## config.mk

```make
export PLATFORM = sky130hd
export DESIGN_NAME = bcd_muldiv_adjust
export DESIGN_NICKNAME = d
export VERILOG_FILES = /design/src/rtl/bcd_adj_pkg.sv /design/src/rtl/bcd_restoring_div.sv /design/src/rtl/bcd_shift_add_mul.sv /design/src/rtl/bcd_adj_result.sv /design/src/rtl/bcd_muldiv_adjust.sv
export SDC_FILE = /design/constraint.sdc
export NUM_CORES = 1
export LEC_CHECK = 0
export ABC_AREA = 1
export BUFFER_PORTS_ARGS = -buffer_cell sky130_fd_sc_hd__buf_4
export CAP_MARGIN = 20
export CELL_PAD_IN_SITES_DETAIL_PLACEMENT = 0
export CELL_PAD_IN_SITES_GLOBAL_PLACEMENT = 2
export CORE_MARGIN = 2
export CORE_UTILIZATION = 29
export DETAILED_ROUTE_END_ITERATION = 8
export MAX_ROUTING_LAYER = met4
export PLACE_DENSITY = 0.74
export SLEW_MARGIN = 0
export SYNTH_ARGS = -nofsm -noshare
export SYNTH_HDL_FRONTEND = slang
export SYNTH_SLANG_ARGS = --single-unit
```

## constraint.sdc

```tcl
create_clock -name clk -period 3.1 [get_ports clk]
set_input_delay 0.155 -clock clk [delete_from_list [all_inputs] [get_ports clk]]
set_output_delay 0.155 -clock clk [all_outputs]
set_load 0.01 [all_outputs]
```

## src/rtl/bcd_adj_pkg.sv

```systemverilog
// Package: shared types for the BCD adjust unit.
// Assumes: an 8-bit byte datapath is the intended use, though widths are parameters elsewhere.
package bcd_adj_pkg;

    // Operation encoding on op_sel
    typedef enum logic {
        OP_SPLIT = 1'b0,
        OP_MERGE = 1'b1
    } adj_op_e;

    // Sequencer states
    typedef enum logic [2:0] {
        ST_IDLE  = 3'd0,
        ST_CHECK = 3'd1,
        ST_DIV   = 3'd2,
        ST_MUL   = 3'd3,
        ST_PAD   = 3'd4
    } adj_state_e;

    // Flag bundle produced by the result stage
    typedef struct packed {
        logic sf;
        logic zf;
        logic pf;
        logic of;
        logic cf;
        logic af;
    } adj_flags_t;

endpackage

```

## src/rtl/bcd_restoring_div.sv

```systemverilog
// Restoring divider: one quotient bit per step, W steps after a load.
// Assumes: divisor is nonzero (the sequencer filters zero) and load/step are never high together.
module bcd_restoring_div #(
    parameter int W = 8
) (
    input  logic         clk,
    input  logic         rst_n,
    input  logic         load,
    input  logic         step,
    input  logic [W-1:0] dividend,
    input  logic [W-1:0] divisor,
    output logic [W-1:0] quotient,
    output logic [W-1:0] remainder
);

    logic [W-1:0] quo_q;
    logic [W-1:0] rem_q;
    logic [W-1:0] dsr_q;
    logic [W:0]   trial;
    logic [W:0]   diff;
    logic [W:0]   rem_n;
    logic         fits;
    logic         unused_rem_top;

    // Trial subtraction of the divisor from the shifted partial remainder
    always_comb begin
        trial = {rem_q, quo_q[W-1]};
        diff  = trial - {1'b0, dsr_q};
        fits  = (trial >= {1'b0, dsr_q});
        rem_n = fits ? diff : trial;
    end

    assign unused_rem_top = rem_n[W];

    // Operand load and one restoring iteration per step
    always_ff @(posedge clk) begin
        if (!rst_n) begin
            quo_q <= '0;
            rem_q <= '0;
            dsr_q <= '0;
        end else if (load) begin
            quo_q <= dividend;
            rem_q <= '0;
            dsr_q <= divisor;
        end else if (step) begin
            quo_q <= {quo_q[W-2:0], fits};
            rem_q <= rem_n[W-1:0];
        end
    end

    assign quotient  = quo_q;
    assign remainder = rem_q;

endmodule

```

## src/rtl/bcd_shift_add_mul.sv

```systemverilog
// Shift-add multiplier: one multiplier bit per step, W steps after a load.
// Assumes: load and step are never high together; the product is read after W steps.
module bcd_shift_add_mul #(
    parameter int W = 8
) (
    input  logic           clk,
    input  logic           rst_n,
    input  logic           load,
    input  logic           step,
    input  logic [W-1:0]   mcand,
    input  logic [W-1:0]   mplier,
    output logic [2*W-1:0] product
);

    localparam int PW = 2 * W;

    logic [PW-1:0] prod_q;
    logic [PW-1:0] mcand_q;
    logic [W-1:0]  mplier_q;

    // Conditional add of the shifted multiplicand, then shift both operands
    always_ff @(posedge clk) begin
        if (!rst_n) begin
            prod_q   <= '0;
            mcand_q  <= '0;
            mplier_q <= '0;
        end else if (load) begin
            prod_q   <= '0;
            mcand_q  <= {{W{1'b0}}, mcand};
            mplier_q <= mplier;
        end else if (step) begin
            if (mplier_q[0]) begin
                prod_q <= prod_q + mcand_q;
            end
            mcand_q  <= {mcand_q[PW-2:0], 1'b0};
            mplier_q <= {1'b0, mplier_q[W-1:1]};
        end
    end

    assign product = prod_q;

endmodule

```

## src/rtl/bcd_adj_result.sv

```systemverilog
// Result stage: forms the new accumulator and flags from the datapath outputs.
// Assumes: inputs are stable (engines finished) when the sequencer latches the outputs.
module bcd_adj_result
    import bcd_adj_pkg::*;
#(
    parameter int W = 8
) (
    input  logic           is_merge,
    input  logic [W-1:0]   quotient,
    input  logic [W-1:0]   remainder,
    input  logic [2*W-1:0] product,
    input  logic [W-1:0]   addend,
    output logic [2*W-1:0] res_acc,
    output adj_flags_t     res_flags
);

    localparam int PW = 2 * W;

    logic [PW-1:0] sum_full;
    logic [W:0]    sum_low;
    logic [4:0]    sum_nib;
    logic [W-1:0]  new_al;
    logic          unused_sum_hi;
    logic          unused_nib;

    // Full-width add plus the low-byte and low-nibble adds that produce the carries
    always_comb begin
        sum_full = product + {{W{1'b0}}, addend};
        sum_low  = {1'b0, product[W-1:0]} + {1'b0, addend};
        sum_nib  = {1'b0, product[3:0]} + {1'b0, addend[3:0]};
    end

    assign unused_sum_hi = ^sum_full[PW-1:W];
    assign unused_nib    = ^sum_nib[3:0];

    // Pick the result and flags for the selected operation
    always_comb begin
        if (is_merge) begin
            new_al       = sum_full[W-1:0];
            res_acc      = {{W{1'b0}}, new_al};
            res_flags.cf = sum_low[W];
            res_flags.af = sum_nib[4];
            res_flags.of = (product[W-1] == addend[W-1]) && (sum_low[W-1] != product[W-1]);
        end else begin
            new_al       = remainder;
            res_acc      = {quotient, remainder};
            res_flags.cf = 1'b0;
            res_flags.af = 1'b0;
            res_flags.of = 1'b0;
        end
        res_flags.sf = new_al[W-1];
        res_flags.zf = (new_al == '0);
        res_flags.pf = ~(^new_al);
    end

endmodule

```

## src/rtl/bcd_muldiv_adjust.sv

```systemverilog
// Top: sequences the split (divide) and merge (multiply-add) byte adjusts.
// Assumes: MERGE_CYCLES > W + 1 so that the multiplier finishes inside the merge window;
// operands are captured only on the accepting edge.
module bcd_muldiv_adjust
    import bcd_adj_pkg::*;
#(
    parameter int W            = 8,
    parameter int MERGE_CYCLES = 60
) (
    input  logic           clk,
    input  logic           rst_n,
    input  logic           start,
    input  logic           op_sel,
    input  logic [2*W-1:0] acc_in,
    input  logic [W-1:0]   base_in,
    output logic [2*W-1:0] acc_out,
    output logic           sf,
    output logic           zf,
    output logic           pf,
    output logic           of,
    output logic           cf,
    output logic           af,
    output logic           div_err,
    output logic           done
);

    localparam int CNT_W      = $clog2(MERGE_CYCLES + 1);
    localparam int SPLIT_LAST = W + 2;
    localparam int MUL_LAST   = W;
    localparam int MERGE_LAST = MERGE_CYCLES - 1;

    adj_state_e     state_q;
    logic [CNT_W-1:0] cnt_q;
    logic [W-1:0]   al_q;
    logic [W-1:0]   base_q;
    logic           is_merge_q;
    logic           busy;
    logic           accept;
    logic           div_load;
    logic           div_step;
    logic           mul_load;
    logic           mul_step;
    logic           finish_ok;
    logic           finish_err;
    logic [W-1:0]   quotient;
    logic [W-1:0]   remainder;
    logic [2*W-1:0] product;
    logic [2*W-1:0] res_acc;
    adj_flags_t     res_flags;
    logic [2*W-1:0] acc_q;
    adj_flags_t     flags_q;
    logic           done_q;
    logic           err_q;

    // Control decode from the current state and counter
    always_comb begin
        busy       = (state_q != ST_IDLE);
        accept     = (state_q == ST_IDLE) && start;
        mul_load   = accept && (op_sel == OP_MERGE);
        mul_step   = (state_q == ST_MUL);
        div_load   = (state_q == ST_CHECK) && (base_q != '0);
        div_step   = (state_q == ST_DIV) && (cnt_q != CNT_W'(SPLIT_LAST));
        finish_err = (state_q == ST_CHECK) && (base_q == '0);
        finish_ok  = ((state_q == ST_DIV) && (cnt_q == CNT_W'(SPLIT_LAST)))
                  || ((state_q == ST_PAD) && (cnt_q == CNT_W'(MERGE_LAST)));
    end

    // Sequencer state, edge counter and operand capture
    always_ff @(posedge clk) begin
        if (!rst_n) begin
            state_q    <= ST_IDLE;
            cnt_q      <= '0;
            al_q       <= '0;
            base_q     <= '0;
            is_merge_q <= 1'b0;
        end else begin
            if (accept) begin
                cnt_q      <= CNT_W'(1);
                al_q       <= acc_in[W-1:0];
                base_q     <= base_in;
                is_merge_q <= (op_sel == OP_MERGE);
            end else if (busy) begin
                cnt_q <= cnt_q + CNT_W'(1);
            end
            unique case (state_q)
                ST_IDLE: begin
                    if (start) begin
                        state_q <= (op_sel == OP_MERGE) ? ST_MUL : ST_CHECK;
                    end
                end
                ST_CHECK: begin
                    state_q <= (base_q == '0) ? ST_IDLE : ST_DIV;
                end
                ST_DIV: begin
                    if (cnt_q == CNT_W'(SPLIT_LAST)) begin
                        state_q <= ST_IDLE;
                    end
                end
                ST_MUL: begin
                    if (cnt_q == CNT_W'(MUL_LAST)) begin
                        state_q <= ST_PAD;
                    end
                end
                ST_PAD: begin
                    if (cnt_q == CNT_W'(MERGE_LAST)) begin
                        state_q <= ST_IDLE;
                    end
                end
                default: state_q <= ST_IDLE;
            endcase
        end
    end

    // Divide engine for the split operation
    bcd_restoring_div #(.W(W)) u_div (
        .clk       (clk),
        .rst_n     (rst_n),
        .load      (div_load),
        .step      (div_step),
        .dividend  (al_q),
        .divisor   (base_q),
        .quotient  (quotient),
        .remainder (remainder)
    );

    // Multiply engine for the merge operation
    bcd_shift_add_mul #(.W(W)) u_mul (
        .clk     (clk),
        .rst_n   (rst_n),
        .load    (mul_load),
        .step    (mul_step),
        .mcand   (base_in),
        .mplier  (acc_in[2*W-1:W]),
        .product (product)
    );

    // Result and flag formation
    bcd_adj_result #(.W(W)) u_res (
        .is_merge  (is_merge_q),
        .quotient  (quotient),
        .remainder (remainder),
        .product   (product),
        .addend    (al_q),
        .res_acc   (res_acc),
        .res_flags (res_flags)
    );

    // Output registers: results load on a good finish, strobes pulse on any finish
    always_ff @(posedge clk) begin
        if (!rst_n) begin
            acc_q   <= '0;
            flags_q <= '0;
            done_q  <= 1'b0;
            err_q   <= 1'b0;
        end else begin
            done_q <= finish_ok || finish_err;
            err_q  <= finish_err;
            if (finish_ok) begin
                acc_q   <= res_acc;
                flags_q <= res_flags;
            end
        end
    end

    assign acc_out = acc_q;
    assign sf      = flags_q.sf;
    assign zf      = flags_q.zf;
    assign pf      = flags_q.pf;
    assign of      = flags_q.of;
    assign cf      = flags_q.cf;
    assign af      = flags_q.af;
    assign div_err = err_q;
    assign done    = done_q;

endmodule

```

==> results by group, run 1 <==
STA
  • Max Clock Skew: 0.00941 ns
  • Endpoints failing setup: 0
  • Relative slew margins: 58.7%
  • Hold_ws: 0.0367 ns
  • RSZ-0062 raised after global routing: false
  • Hold Fails Final Rpt: 0
  • Period utilisation layout: 85.8%
  • Fmax: 376 MHz
  • Fin crit period: 2.66 ns
  • Max Slew Vio Count: 0
  • Setup TNS: 0 ns
  • Slew @ Worst Pin: 0.616 ns

Finish
  • Area delta synth->final: 17.0%
  • Finished Layout Cells: 996
  • Fill cell count: 1963
  • Layout Nets: 823
  • Post-Route Utilization: 34.3%
  • Share of cells above drive strength 1: 12.6%
  • Diode count: 0

Yosys
  • Ys Warns: 0
  • Most frequent cell after synthesis: nand2_1
  • Synthesis-stage register bit count: 97
  • Cell area after synthesis: 5220 um^2
  • Top post-synthesis cells by count: 151 x nand2_1, 97 x dfxtp_1, 96 x inv_1
  • Avg Synthesized Cell Area: 7.26 um^2
  • Synth area leader: dfxtp_1
  • Synth Net Count: 780
  • Post-synth EDFFs: 0
  • Register area share after synthesis: 37.2%
  • Distinct cells, synth: 43
  • Syn Inst Count: 719
  • Primary FF master, synth: dfxtp_1
  • Ys async rst share: 0%
  • Largest cells by area after synthesis: dfxtp_1 37%, nand2_1 11%, ha_1 7.2%
  • Yosys top cell area share: 37.2%

CTS
  • CTS Hold Buffers Added: 0
  • Clk Latency, worst-skew pair: 0.35 ns
  • CTS tree: yes
  • Worst-path clk slew: 0.07 ns
  • Clock sinks: 97
  • Root Driver: clkbuf_16
  • Post-CTS Setup Bufs: 0
  • H-Tree Depth: 3
  • Max clock buf depth: 2
  • CTS Buf Count: 9
  • Post-CTS sizing: 0

Route
  • DRT iter0 DRCs: 311
  • # DRC: 0
  • Post-route antenna net violation count: 0
  • DR vias: 4739
  • Drt wl/cell: 14.5 um
  • 1st-pass router iterations: 4
  • Final WL: 14.5 mm
  • Drt via density: 4.76

Power
  • Pwr Total: 5290 uW
  • Leakage power: 0.00273 uW
  • PD cells: 866 nW/um^2
  • Peak supply drop: 0.387 mV

Setup path
  • Worst Setup EP: pf$_SDFFE_PN0P_
  • Reg-to-Reg Start: al_q[0]$_SDFFE_PN0P_
  • Critical path origin: al_q[0]$_SDFFE_PN0P_
  • R2R setup slack: 0.44 ns
  • Worst setup EP type: flip-flop
  • CP arrival: 2.92 ns
  • Crit path kind: reg -> reg
  • Worst setup SP type: flip-flop
  • Worst r2r path cells: 11
  • Worst-path fanout max: 4
  • Critical Path RT: 3.36 ns
  • R2r endpoint: pf$_SDFFE_PN0P_

Floorplan
  • Die Wd: 138 um
  • Initial Utilization: 29.3%
  • # IOs: 52
  • Die area: 19100 um^2
  • Core Rows: 49
  • Core Box Area: 17800 um^2
  • DIE HEIGHT: 138 um

Place
  • GP Congestion: 0.861
  • Dpl hpwl: 11.3 mm
  • Placed Cells: 980
  • IO buf count: 51

Global routing
  • First-pass GRT wire length: 23.4 mm
  • Grt ovf: 0
  • GRT Util Overall: 15.7%
  • Largest net degree at the start of global routing: 49
  • Vias in the first global route: 4635
  • Initial antenna violation count: 0

Job
  • Max-cap violations: 0

Status
  • Status: finished clean

Min path
  • Worst hold path class: in -> reg
-- critical path, cell delays in order, from the launching register on --
cell and delay (ns):
dfxtp_1 0.32, ha_1 0.24, fa_1 0.45, a21oi_1 0.15
o21ai_0 0.17, or2_2 0.32, nand3_1 0.09, and2_1 0.13
ha_1 0.24, xor2_1 0.15, xnor2_1 0.12, a211oi_1 0.18
-- state kept, by name (all words and copies together) (netlist names), 3 cells and up --
name	cells
cnt_q	6
u_mul.product	8
u_div.remainder	8
acc_out	16
base_q	8
u_div.dsr_q	8
al_q	8
state_q	3
u_mul.mcand_q	8
u_div.quotient	8
u_mul.mplier_q	8
-- where the power goes --
part	internal [uW]	switching, uW
Combinational	845	1670
Sequential	1460	178
Clock	629	499
Total	2930	2350
-- worst min path at each step --
| stage | start | to | slack [ns] | cells after the start |
|---|---|---|---|---|
| 3_5_place_dp | acc_in[4] | al_q[4]$_SDFFE_PN0P_ | 0.39 | 3 |
| 4_1_cts | acc_in[4] | al_q[4]$_SDFFE_PN0P_ | 0.02 | 3 |
| 3_3_place_gp | acc_in[6] | al_q[6]$_SDFFE_PN0P_ | 0.39 | 3 |
| 6_report | acc_in[4] | al_q[4]$_SDFFE_PN0P_ | 0.04 | 3 |
| 5_1_grt | acc_in[6] | al_q[6]$_SDFFE_PN0P_ | 0.04 | 3 |
| 2_1_floorplan | acc_in[0] | al_q[0]$_SDFFE_PN0P_ | 0.29 | 2 |
-- through the flow --
step	cell area (um^2)	worst slack, ns
after global routing	6100	0.248
final	6100	0.440
after global placement	5810	0.531
after CTS	6100	0.438
after floorplan	5220	0.680
after detailed placement	5810	0.459
-- layout make-up --
| cell class | count | area [um^2] | share of cell area, % |
|---|---|---|---|
| Clock buffer | 10 | 229 | 3.75 |
| Clock inverter | 6 | 67.6 | 1.11 |
| Inverter | 99 | 372 | 6.09 |
| Multi-Input combinational cell | 499 | 2790 | 45.6 |
| Sequential cell | 97 | 1940 | 31.8 |
| Tap cell | 229 | 287 | 4.70 |
| Timing Repair Buffer | 56 | 420 | 6.89 |
-- layout by cell type (no fill, tap or decap), drive strengths merged, types with 2 or more instances in the layout --
master | synthesis | final
a211oi | 3 | 3
nor2 | 55 | 55
clkbuf | 10 | 10
buf | 14 | 56
a22oi | 3 | 3
fa | 3 | 3
or2 | 6 | 6
clkinv | 0 | 2
clkinvlp | 0 | 2
ha | 30 | 30
nor3 | 6 | 6
xnor2 | 8 | 8
o21ai | 58 | 58
nand2 | 155 | 155
o221ai | 6 | 6
dfxtp | 97 | 97
nand3b | 3 | 3
nand3 | 46 | 46
a21o | 3 | 3
xor2 | 7 | 7
a31oi | 11 | 11
and2 | 4 | 4
a21oi | 64 | 64
nand4 | 21 | 21
inv | 99 | 100
-- routing by layer --
| layer | vias to the layer above | track usage (%) | wire [um] |
|---|---|---|---|
| met5 | - | - | 0 |
| met4 | 0 | 3.71 | 170 |
| met3 | 11 | 3.22 | 630 |
| met2 | 87 | 25.2 | 6780 |
| met1 | 2176 | 20.3 | 6910 |
| li1 | 2465 | - | - |
-- kinds of logic (layout without fill, tap and decap cells) --
logic type      count (synthesis)  in the layout  synth area share, %
buf+inv                       123            171                 9.40
mux                             1              1                0.192
xor+xnor                       15             15                 2.52
flops                          97             97                 37.2
fa+ha+maj                      33             33                 8.35
simple gates                  296            296                 25.9
compound gates                154            154                 16.4
Note: power is estimated with default switching activity, not from simulation.
==> run 2: changes to the inputs <==
--- a/config.mk
+++ b/config.mk
@@ -11,10 +11,10 @@
 export CELL_PAD_IN_SITES_DETAIL_PLACEMENT = 0
 export CELL_PAD_IN_SITES_GLOBAL_PLACEMENT = 2
 export CORE_MARGIN = 2
-export CORE_UTILIZATION = 29
+export CORE_UTILIZATION = 34
 export DETAILED_ROUTE_END_ITERATION = 8
 export MAX_ROUTING_LAYER = met4
-export PLACE_DENSITY = 0.74
+export PLACE_DENSITY = 0.79
 export SLEW_MARGIN = 0
 export SYNTH_ARGS = -nofsm -noshare
 export SYNTH_HDL_FRONTEND = slang
==> run 2 against run 1 <==
Net effect:
- utilization is 6.0 points higher
- maximum frequency is 1.9% higher
- wire length is 2.3% lower
- critical endpoint unchanged
- largest cell class unchanged
==> results by group, run 2 (synthesis results as in run 1) <==
STA
  • Fmax: 383 MHz (+1.9%)
  • Max Clock Skew: 0.0119 ns (+0.00247 ns)
  • Max Slew Vio Count: 0 (unchanged)
  • RSZ-0062 raised after global routing: false
  • Hold Fails Final Rpt: 0 (unchanged)
  • Endpoints failing setup: 0 (unchanged)
  • Final setup margin: 0.489 ns (+0.0486 ns)
  • Setup TNS: 0 ns (unchanged)
  • Slew @ Worst Pin: 0.578 ns (-0.0377 ns)
  • Relative slew margins: 61.5% (+2.7 points)
  • Fin crit period: 2.61 ns (-0.0486 ns)
  • Period utilisation layout: 84.2% (-1.6 points)

Route
  • Post-route antenna net violation count: 0 (unchanged)
  • # DRC: 0 (unchanged)
  • Drt wl/cell: 14.8 um (+1.9%)
  • DRT iter0 DRCs: 240 (-23%)
  • Drt via density: 4.95 (+3.9%)
  • Final WL: 14.2 mm (-2.3%)
  • 1st-pass router iterations: 5 (+1)
  • DR vias: 4723 (-0.34%)

Power
  • Sequential Power Share: 30.4% (-0.6 points)
  • Leakage power: 0.00275 uW (+0.50%)
  • Peak supply drop: 0.445 mV (+15%)
  • Sw Ratio: 43.6% (-0.89 points)
  • Logic pwr share: 46.7% (-1.0 points)
  • PD cells: 885 nW/um^2 (+2.2%)
  • Internal power: 3030 uW (+3.4%)
  • Switching power: 2350 uW (-0.25%)
  • Clock share of power: 22.9% (+1.6 points)

CTS
  • CTS Buf Count: 9 (unchanged)
  • Max clock buf depth: 2 (unchanged)
  • Clock sinks: 97 (unchanged)
  • H-Tree Depth: 3 (unchanged)
  • CTS Hold Buffers Added: 0 (unchanged)
  • Root Driver: clkbuf_16
  • Post-CTS Setup Bufs: 0 (unchanged)
  • Clk Latency, worst-skew pair: 0.36 ns (about the same)
  • Post-CTS sizing: 0 (unchanged)
  • Worst-path clk slew: 0.07 ns (about the same)
  • CTS tree: yes

Finish
  • Area delta synth->final: 16.5%
  • Max reg flops: 16 (unchanged)
  • Most frequent cells in the layout: 151 x nand2_1, 97 x dfxtp_1, 96 x inv_1
  • Commonest non-fill, non-tap cell in the layout: nand2_1
  • Layout Nets: 823 (unchanged)
  • Share of cells above drive strength 1: 12.5% (-0.13 points)
  • Diode count: 0 (unchanged)

Place
  • GP Congestion: 0.844 (-2.0%)
  • Dpl hpwl: 10.8 mm (-3.8%)
  • Pre-CTS setup slack: 0.501 ns (+0.0418 ns)
  • IO buf count: 51 (unchanged)

Floorplan
  • Core Rows: 45 (-8.2%)
  • Die area: 16400 um^2 (-14%)
  • Initial Utilization: 34.6% (+5.2 points)
  • Die Wd: 128 um (-7.4%)
  • # IOs: 52 (unchanged)
  • DIE HEIGHT: 128 um (-7.4%)
  • Core Box Area: 15100 um^2 (-15%)

Setup path
  • Crit path kind: reg -> reg
  • CP arrival: 2.88 ns (-0.04 ns)
  • Worst-path fanout max: 4 (unchanged)
  • Worst setup EP type: flip-flop
  • Worst setup SP type: flip-flop
  • Critical Path RT: 3.37 ns (about the same)

Min path
  • Worst hold path class: in -> reg

Global routing
  • GRT Util Overall: 18.7% (+3.1 points)
  • First-pass GRT wire length: 23.6 mm (+0.91%)
  • Vias in the first global route: 4575 (-1.3%)
  • Initial antenna violation count: 0 (unchanged)
  • Grt ovf: 0 (unchanged)
  • Largest net degree at the start of global routing: 33 (-33%)

Job
  • Max-cap violations: 0 (unchanged)

Status
  • Status: finished clean
run 2: cell types whose count changed in the layout (fill, tap and decap cells not counted), sizes merged:
| cell | change |
|---|---|
| bufinv | +1 |
| inv | -1 |
| clkbuf | +2 |
| clkinv | -1 |
| clkinvlp | -1 |
run 2: final cells by class:
type	instances	area (um^2)
clock buffers	12	246
clock inverters	4	76.3
fillers	1628	9010
inverters	99	372
multi-input cells	499	2790
flip-flops and latches	97	1940
well taps	188	235
repair buffers	56	420
run 2: path summary, 6_finish.rpt:
path	from	end	slack, ns	cells after the start
setup / recovery	al_q[0]$_SDFFE_PN0P_	pf$_SDFFE_PN0P_	0.49	11
hold / removal	acc_in[4]	al_q[4]$_SDFFE_PN0P_	0.03	3
setup reg to reg	al_q[0]$_SDFFE_PN0P_	pf$_SDFFE_PN0P_	0.49	11
hold reg to reg	u_mul.mplier_q[7]$_SDFFE_PN0P_	u_mul.mplier_q[7]$_SDFFE_PN0P_	0.47	2
run 2: layer usage:
layer / track usage [%] / vias up / wire length (um)
met5: - / - / 0
met3: 2.80 / 9 / 466
met2: 29.3 / 77 / 6480
li1: - / 2468 / -
met4: 6.08 / 0 / 197
met1: 25.0 / 2169 / 7010
run 2: through the flow:
| stage | std cells | hold WS (ns) | utilization, % | total power (uW) | instance area, um^2 |
|---|---|---|---|---|---|
| floorplan | 719 | 0.290 | - | 3540 | 5220 |
| global placement | 939 | 0.381 | 38.1 | 4170 | 5750 |
| detailed placement | 939 | 0.387 | 38.1 | 4180 | 5750 |
| CTS | 955 | 0.0140 | 40.3 | 5420 | 6080 |
| global route | 955 | 0.0419 | 40.3 | 5880 | 6080 |
| finish | 955 | 0.0258 | 40.3 | 5380 | 6080 |
run 2: power by group through the flow:
| stage | Clock (uW) | Combinational, uW | Sequential, uW |
|---|---|---|---|
| 4_1_cts | 1260 | 2520 | 1640 |
| 5_1_grt | 1310 | 2900 | 1670 |
| 6_report | 1230 | 2510 | 1640 |
| 3_3_place_gp | 0 | 2510 | 1660 |
| 2_1_floorplan | 0 | 1930 | 1610 |
| 3_5_place_dp | 0 | 2510 | 1670 |
run 2: worst max-delay path, stage by stage (launching register included):
cell and delay [ns]:
dfxtp_1 0.33, ha_1 0.24, fa_1 0.43, a21oi_1 0.15, o21ai_0 0.16, or2_2 0.31
nand3_1 0.09, and2_1 0.13, ha_1 0.23, xor2_1 0.15, xnor2_1 0.12, a211oi_1 0.18
==> run 3: changes to the inputs <==
==> constraint.sdc (replaced) <==
create_clock -name clk -period 2.45 [get_ports clk]
set_input_delay 0.1225 -clock clk [delete_from_list [all_inputs] [get_ports clk]]
set_output_delay 0.1225 -clock clk [all_outputs]
set_load 0.01 [all_outputs]
==> run 3 against run 2 <==
Net effect:
- sequential share of layout area is 1.2 points lower
- maximum frequency rose by 13%
- total power is 31% higher
- cell area increased by 4.5%
- largest cell class unchanged
==> results by group, run 3 (synthesis results as in run 1) <==
Status
  • Status: finished clean

Finish
  • Fill cell count: 1594 (-2.1%)
  • Commonest non-fill, non-tap cell in the layout: nand2_1
  • Area delta synth->final: 21.7%
  • Layout Nets: 841 (+2.2%)
  • Multi-input logic area: 2890 um^2 (+3.6%)
  • Most frequent cells in the layout: 150 x nand2_1, 96 x inv_1, 91 x dfxtp_1
  • Fin area: 6350 um^2 (+4.5%)
  • Max reg flops: 16 (unchanged)
  • Diode count: 0 (unchanged)
  • Sequential cell area: 1950 um^2 (+0.39%)
  • Share of cells above drive strength 1: 16.9% (+4.4 points)

Floorplan
  • Core Box Area: 15100 um^2 (unchanged)
  • Die area: 16400 um^2 (unchanged)
  • # IOs: 52 (unchanged)
  • DIE HEIGHT: 128 um (unchanged)
  • Initial Utilization: 34.6% (unchanged)
  • Die Wd: 128 um (unchanged)
  • Core Rows: 45 (unchanged)

Min path
  • Worst hold path class: in -> reg

CTS
  • H-Tree Depth: 3 (unchanged)
  • Max clock buf depth: 2 (unchanged)
  • CTS tree: yes
  • CTS Buf Count: 9 (unchanged)
  • Clock sinks: 97 (unchanged)
  • Root Driver: clkbuf_16
  • Worst-path clk slew: 0.07 ns (about the same)
  • Clk Latency, worst-skew pair: 0.35 ns (about the same)

STA
  • Max Slew Vio Count: 0 (unchanged)
  • Period utilisation layout: 94.4% (+10 points)
  • Final setup margin: 0.138 ns (-0.350 ns)
  • Endpoints failing setup: 0 (unchanged)
  • Fmax: 433 MHz (+13%)
  • Slew @ Worst Pin: 0.537 ns (-0.0406 ns)
  • Fin crit period: 2.31 ns (-0.300 ns)
  • RSZ-0062 raised after global routing: false
  • Hold Fails Final Rpt: 0 (unchanged)
  • Max Clock Skew: 0.00987 ns (-0.00201 ns)
  • Setup TNS: 0 ns (unchanged)
  • Relative slew margins: 64.2% (+2.7 points)

Route
  • Drt wl/cell: 14.7 um (-0.76%)
  • Final WL: 14.3 mm (+1.1%)
  • Post-route antenna net violation count: 0 (unchanged)
  • DRT iter0 DRCs: 308 (+28%)
  • 1st-pass router iterations: 5 (unchanged)
  • Drt via density: 4.90 (-0.91%)
  • # DRC: 0 (unchanged)
  • DR vias: 4768 (+0.95%)

Setup path
  • Worst setup EP type: flip-flop
  • Worst setup SP type: flip-flop
  • Worst-path fanout max: 2 (-2)
  • Critical Path RT: 2.72 ns (-0.65 ns)
  • CP arrival: 2.58 ns (-0.30 ns)
  • Crit path kind: reg -> reg

Power
  • PD cells: 1110 nW/um^2 (+26%)
  • Leakage power: 0.00285 uW (+3.9%)
  • Peak supply drop: 0.490 mV (+10%)

Place
  • Dpl hpwl: 11.0 mm (+2.0%)
  • Pre-CTS setup slack: -0.0249 ns (-0.526 ns)
  • GP Congestion: 0.863 (+2.3%)
  • IO buf count: 51 (unchanged)
  • Placed cell area: 5840 um^2 (+1.6%)

Global routing
  • Vias in the first global route: 4624 (+1.1%)
  • Largest net degree at the start of global routing: 35 (+6.1%)
  • First-pass GRT wire length: 23.5 mm (-0.38%)
  • Grt ovf: 0 (unchanged)
  • GRT Util Overall: 18.7% (about the same)
  • Initial antenna violation count: 0 (unchanged)

Job
  • Max-cap violations: 0 (unchanged)
[run 3: path summary, 6_finish.rpt]
kind | startpoint | endpoint | slack (ns) | cells after the start
setup / recovery | al_q[0]$_SDFFE_PN0P_ | pf$_SDFFE_PN0P_ | 0.14 | 12
hold / removal | acc_in[3] | al_q[3]$_SDFFE_PN0P_ | 0.009 | 3
setup reg to reg | al_q[0]$_SDFFE_PN0P_ | pf$_SDFFE_PN0P_ | 0.14 | 12
hold reg to reg | of$_SDFFE_PN0P_ | of$_SDFFE_PN0P_ | 0.47 | 2
[run 3: worst max-delay path, stage by stage, from the launching register on]
cell      delay (ns)
dfxtp_1         0.34
ha_4            0.17
fa_2            0.37
a21oi_2         0.16
o21ai_2         0.08
buf_4           0.14
nand2_2         0.05
nand3_2         0.08
and2_4          0.15
ha_4            0.21
xor2_2          0.17
xnor2_1         0.12
a211oi_1        0.21
[run 3: final cells by class]
class                           count  area share, %
Tap cell                          188           3.71
Inverter                           99           5.85
Clock inverter                      6           1.77
Multi-Input combinational cell    499           45.4
Timing Repair Buffer               74           8.91
Sequential cell                    97           30.7
Clock buffer                       10           3.61
[run 3: power by group]
group | internal [uW] | switching [uW] | leakage, uW
clock network | 1000 | 630 | 0.000167
registers | 1850 | 227 | 0.000792
logic | 1180 | 2170 | 0.00189
total | 4030 | 3030 | 0.00285
[run 3: timing repair]
item                                    4_1_cts  5_1_grt
buffers inserted                              0        2
hold buffers                                  4        0
gates resized for setup                       2       24
pin swaps                                     0        9
endpoints found under the hold margin         4        0
endpoints found under the setup margin        1        1
[run 3: through the flow]
stage | hold WS, ns | cells | utilization, % | power, uW
after CTS | 0.00684 | 971 | 41.3 | 6970
after global placement | 0.346 | 951 | 38.7 | 5290
final | 0.00883 | 973 | 42.1 | 7060
after detailed placement | 0.349 | 951 | 38.7 | 5310
after global routing | 0.0244 | 973 | 42.1 | 7690
after floorplan | 0.257 | 719 | - | 4470
[run 3: layer usage]
metal / up-vias / global-route usage, % / share of wire, %
met5: - / - / 0
met4: 0 / 5.69 / 0.80
met3: 10 / 2.59 / 3.4
met2: 79 / 29.7 / 47
met1: 2180 / 25.0 / 49
li1: 2499 / - / -
